<file path="config.mk">
export PLATFORM = sky130hd
export DESIGN_NAME = sram_share_mux
export DESIGN_NICKNAME = d
export VERILOG_FILES = /design/src/rtl/sram_share_pkg.sv /design/src/rtl/sram_share_ctrl.sv /design/src/rtl/sram_share_datapath.sv /design/src/rtl/sram_share_mux.sv
export SDC_FILE = /design/constraint.sdc
export NUM_CORES = 1
export LEC_CHECK = 0
export BUFFER_PORTS_ARGS = -buffer_cell sky130_fd_sc_hd__buf_2
export CORE_ASPECT_RATIO = 1.5
export CORE_MARGIN = 3
export CORE_UTILIZATION = 30
export CTS_CLUSTER_SIZE = 8
export DETAILED_ROUTE_END_ITERATION = 10
export PLACE_DENSITY = 0.66
export SLEW_MARGIN = 30
export SYNTH_ARGS = -nofsm -noshare
export SYNTH_HDL_FRONTEND = slang
export SYNTH_SLANG_ARGS = --single-unit
export TNS_END_PERCENT = 1
</file>
<file path="constraint.sdc">
create_clock -name clk -period 1 [get_ports clk]
set_input_delay 0.2 -clock clk [delete_from_list [all_inputs] [get_ports clk]]
set_output_delay 0.2 -clock clk [all_outputs]
set_load 0.005 [all_outputs]
</file>
<file path="src/rtl/sram_share_pkg.sv">
package sram_share_pkg;
  // Strobes passed from the control to the datapath.
  typedef struct packed {
    logic lcdSel;     // gate display address onto the bus
    logic cpuSel;     // gate processor address onto the bus
    logic writeEn;    // processor write cycle
    logic cpuCapture; // load processor read register
    logic lcdCapture; // load display read register
  } ctrlStrobes_t;
endpackage

</file>
<file path="src/rtl/sram_share_ctrl.sv">
module sram_share_ctrl
  import sram_share_pkg::*;
#(
  parameter int SLOT_W       = 2,
  parameter int CAPTURE_SLOT = 0
) (
  input  logic              lcdStrobe,
  input  logic [SLOT_W-1:0] lcdSlot,
  input  logic              cpuStrobe,
  input  logic              cpuRd,
  input  logic              cpuWr,
  input  logic              clkPhase,
  output ctrlStrobes_t      strobes
);
  localparam logic [SLOT_W-1:0] CAP_IDX = SLOT_W'(CAPTURE_SLOT);

  always_comb begin
    strobes.lcdSel     = lcdStrobe;
    strobes.cpuSel     = cpuStrobe;
    strobes.writeEn    = cpuStrobe & cpuWr;
    strobes.cpuCapture = cpuStrobe & cpuRd & clkPhase;
    strobes.lcdCapture = lcdStrobe & (lcdSlot == CAP_IDX);
  end
endmodule

</file>
<file path="src/rtl/sram_share_datapath.sv">
module sram_share_datapath
  import sram_share_pkg::*;
#(
  parameter int ADDR_W = 17,
  parameter int DATA_W = 32
) (
  input  logic              clk,
  input  logic              rstN,
  input  ctrlStrobes_t      strobes,
  input  logic [ADDR_W-1:0] lcdAddr,
  input  logic [ADDR_W-1:0] cpuAddr,
  input  logic [DATA_W-1:0] cpuWrData,
  input  logic [DATA_W-1:0] ramDin,
  output logic [ADDR_W-1:0] ramAddr,
  output logic              ramWe,
  output logic [DATA_W-1:0] ramDout,
  output logic              ramOe,
  output logic [DATA_W-1:0] cpuRdData,
  output logic [DATA_W-1:0] lcdRdData
);
  // AND-OR address selection, one gate pair per bit
  for (genvar b = 0; b < ADDR_W; b++) begin : g_addrBit
    assign ramAddr[b] = (lcdAddr[b] & strobes.lcdSel) | (cpuAddr[b] & strobes.cpuSel);
  end

  // Write drive: the bus is driven only during a processor write
  assign ramWe   = strobes.writeEn;
  assign ramOe   = strobes.writeEn;
  assign ramDout = cpuWrData & {DATA_W{strobes.writeEn}};

  always_ff @(posedge clk) begin
    if (!rstN) begin
      cpuRdData <= '0;
      lcdRdData <= '0;
    end else begin
      if (strobes.cpuCapture) cpuRdData <= ramDin;
      if (strobes.lcdCapture) lcdRdData <= ramDin;
    end
  end
endmodule

</file>
<file path="src/rtl/sram_share_mux.sv">
module sram_share_mux
  import sram_share_pkg::*;
#(
  parameter int ADDR_W       = 17,
  parameter int DATA_W       = 32,
  parameter int SLOT_W       = 2,
  parameter int CAPTURE_SLOT = 0
) (
  input  logic              clk,
  input  logic              rstN,
  input  logic [ADDR_W-1:0] lcdAddr,
  input  logic              lcdStrobe,
  input  logic [SLOT_W-1:0] lcdSlot,
  input  logic [ADDR_W-1:0] cpuAddr,
  input  logic [DATA_W-1:0] cpuWrData,
  input  logic              cpuRd,
  input  logic              cpuWr,
  input  logic              cpuStrobe,
  input  logic              clkPhase,
  output logic [ADDR_W-1:0] ramAddr,
  output logic              ramWe,
  output logic [DATA_W-1:0] ramDout,
  output logic              ramOe,
  input  logic [DATA_W-1:0] ramDin,
  output logic [DATA_W-1:0] cpuRdData,
  output logic [DATA_W-1:0] lcdRdData
);
  ctrlStrobes_t strobes;

  sram_share_ctrl #(.SLOT_W(SLOT_W), .CAPTURE_SLOT(CAPTURE_SLOT)) u_ctrl (
    .lcdStrobe(lcdStrobe), .lcdSlot(lcdSlot), .cpuStrobe(cpuStrobe),
    .cpuRd(cpuRd), .cpuWr(cpuWr), .clkPhase(clkPhase), .strobes(strobes)
  );

  sram_share_datapath #(.ADDR_W(ADDR_W), .DATA_W(DATA_W)) u_dp (
    .clk(clk), .rstN(rstN), .strobes(strobes),
    .lcdAddr(lcdAddr), .cpuAddr(cpuAddr), .cpuWrData(cpuWrData), .ramDin(ramDin),
    .ramAddr(ramAddr), .ramWe(ramWe), .ramDout(ramDout), .ramOe(ramOe),
    .cpuRdData(cpuRdData), .lcdRdData(lcdRdData)
  );
endmodule

</file>
==> results.sh <==
export IMPL_outcome="completed"
export IMPL_use_met2_pct=32.3
export IMPL_rows=43
export IMPL_num_antenna_cells=0
export IMPL_stdcell_area_sq_mm=0.00458
export IMPL_h_tree_depth=3
export IMPL_path_buf_inv=1
export IMPL_use_met3_pct=3.73
export IMPL_rsz0062_at_grt="true"
export IMPL_maxSlewHeadroom_pct=82.2
export IMPL_r2r_start="u_dp.cpuRdData[12]"
export IMPL_period_share_pct=98.2
export IMPL_core_area_sq_mm=0.00931
export IMPL_clockBufferDepth=2
export IMPL_max_stage_delay_ns=0.34
export IMPL_via_count=2982
export IMPL_worstHoldStart="ramDin[5]"
export IMPL_tritoncts="done"
export IMPL_layout_nets=626
export IMPL_grt_max_degree=40
export IMPL_synth_fa_ha_area_share_pct=0
export IMPL_yosys_warnings=0
export IMPL_area_growth_pct=59.7
export IMPL_synth_top_family_by_area="multiplexers"
export IMPL_numCtsBuffers=9
export IMPL_multi_input_area_sq_mm=0.00142
export IMPL_die_h_um=126
export IMPL_dp_final_hpwl_um=8220
export IMPL_synth_cells=306
export IMPL_ir_drop_uv=1720
export IMPL_track_usage_pct=18.8
export IMPL_placed_cells=620
export IMPL_drtIter0Drc=83
export IMPL_critPathMaxFanout=2
export IMPL_gp_congestion=0.850
export IMPL_finalNonFillerCells=636
export IMPL_min_to="u_dp.cpuRdData[5]"
export IMPL_synthXorXnorAreaFrac_pct=0
export IMPL_start_util_pct=30.8
export IMPL_dieArea_sq_mm=0.0108
export IMPL_drive_gt1_share_pct=57.3
export IMPL_arrival_ns=0.78
export IMPL_fillers=908
export IMPL_syn_nets=413
export IMPL_critPathSlowestCell="dfxtp_2"
export IMPL_period_minus_slack_ns=0.982
export IMPL_grt_pass1_vias=3006
export IMPL_min_path_cells=3
export IMPL_start_kind="flip-flop"
export IMPL_drt_pass1_iter_count=4
export IMPL_antenna_found_initial=0
export IMPL_required_ns=0.80
export IMPL_wl_per_cell_um=16.1
export IMPL_maxSlewViolCount=0
export IMPL_crit_type="flip-flop to primary output"
export IMPL_dpl_cell_area_sq_mm=0.00407
export IMPL_synth_distinct_cells=13
export IMPL_io_buffers=221
export IMPL_wl_um=10200
export IMPL_worstRegToRegCells=2
export IMPL_cts_sinks=64
export IMPL_syn_cell_area_sq_mm=0.00287
export IMPL_whs_ns=0.133
export IMPL_post_route_util_pct=49.3
export IMPL_synth_mux_area_share_pct=22.3
export IMPL_crit_path_cell_trace="buf_2"
export IMPL_syn_avg_cell_area_sq_um=9.38
export IMPL_fmax_mhz=1020
export IMPL_final_antenna_net_count=0
export IMPL_finalSetupViolCount=0
export IMPL_root_buffer="clkbuf_16"
export IMPL_layout_area_seq_sq_mm=0.00134
export IMPL_power_density_mw_per_mm2=1600
export IMPL_tightestPinTransition_ns=0.266
export IMPL_hold_path_class="input pin to flip-flop"
export IMPL_synth_compound_area_share_pct=5.19
export IMPL_grt_first_pass_wirelength_um=15500
export IMPL_synth_simple_area_share_pct=20.7
export IMPL_hold_viol=0
export IMPL_final_common_cell="buf_2"
export IMPL_io_pins=222
export IMPL_ys_ff_latch=64
export IMPL_drc=0
export IMPL_p_leak_nw=2.57
export IMPL_ys_seq_area_share_pct=44.6
export IMPL_worstSetupEndpointType="primary output"
export IMPL_cp_top_family="flip-flops"
export IMPL_use_met1_pct=22.9
export IMPL_r2r_end="u_dp.cpuRdData[12]"
export IMPL_fin_worst_skew_ns=0
export IMPL_grt_most_used_layer="met2"
export IMPL_finalSetupTns_ns=0
export IMPL_die_x_um=85.9
export IMPL_grt_overflow_total=0
export IMPL_maxCapViolCount=0
export IMPL_final_cell_mix="216 x buf_2, 96 x nand2_1, 64 x mux2i_1, 44 x dfxtp_2, 26 x and3_1"
export IMPL_via_per_inst=4.69
export IMPL_clock_latency_ns=0.32
export IMPL_postCtsSetupBuffers=0
export IMPL_path_clk_slew_ns=0.06
export IMPL_r2r_setup_slack_ns=0.42
[synth_stat cells]
library cell	number	area [sq um]
buf_12	3	60.1
and2_1	1	6.26
buf_6	2	22.5
clkbuf_1	13	48.8
buf_2	7	35.0
dfxtp_1	64	1280
mux2i_1	64	641
and3_1	32	200
nand2_1	96	360
nand3_2	1	10.0
buf_4	5	37.5
a22o_1	17	149
nor3b_4	1	18.8
[report_power, final]
part           total [mW]  internal [mW]  switching [mW]
clock network        3.66           2.51            1.15
registers            2.70           2.65          0.0450
logic               0.976          0.522           0.454
[cells by family (layout without fill, tap and decap cells)]
logic type / count (synthesis) / count (layout)
flip-flops: 64 / 64
AND/OR/NAND/NOR: 131 / 131
AO/OA/AOI/OAI: 17 / 17
multiplexers: 64 / 64
buffers and inverters: 30 / 248
[timing repair]
action | in CTS | in global routing
pin swaps | 1 | 2
gates resized for setup | 24 | 41
cloned | 1 | 0
hold buffers | 0 | 0
endpoints found under the setup margin | 61 | 59
[per-stage QoR]
stage	worst slack, ns	total power, mW
6_report	0.0184	7.33
3_5_place_dp	-0.227	3.68
4_1_cts	0.000956	7.41
2_1_floorplan	0.00920	3.17
3_3_place_gp	-0.200	3.67
5_1_grt	-0.00763	7.62
[state kept, by name, indices dropped and copies added, names as in the netlist]
| register | cells |
|---|---|
| u_dp.cpuRdData | 32 |
| u_dp.lcdRdData | 32 |
[final cells by class]
| type | instances | share of cell area (%) |
|---|---|---|
| multi-input combinational | 212 | 30.9 |
| tap | 112 | 3.06 |
| clock inverter | 6 | 2.48 |
| sequential | 64 | 29.1 |
| clock buffer | 10 | 5.21 |
| timing repair buffer | 232 | 29.2 |
[per-layer routing]
| metal | part of all wire, % | vias to the layer above |
|---|---|---|
| li1 | - | 1465 |
| met1 | 42 | 1351 |
| met2 | 49 | 154 |
| met3 | 7.4 | 12 |
| met4 | 1.6 | 0 |
| met5 | 0 | - |
[worst max path at each step]
stage / startpoint / slack [ns] / end / cells after the start
final: u_dp.lcdRdData[16] / 0.02 / lcdRdData[16] / 1
after global routing: u_dp.lcdRdData[16] / -0.008 / lcdRdData[16] / 1
after CTS: u_dp.lcdRdData[29] / 0.001 / lcdRdData[29] / 1
after detailed placement: cpuWr / -0.23 / ramDout[3] / 3
after global placement: cpuWr / -0.20 / ramDout[22] / 3
after floorplan: lcdStrobe / 0.009 / u_dp.lcdRdData[11] / 5
No activity file was read; power rests on OpenSTA's default activity.
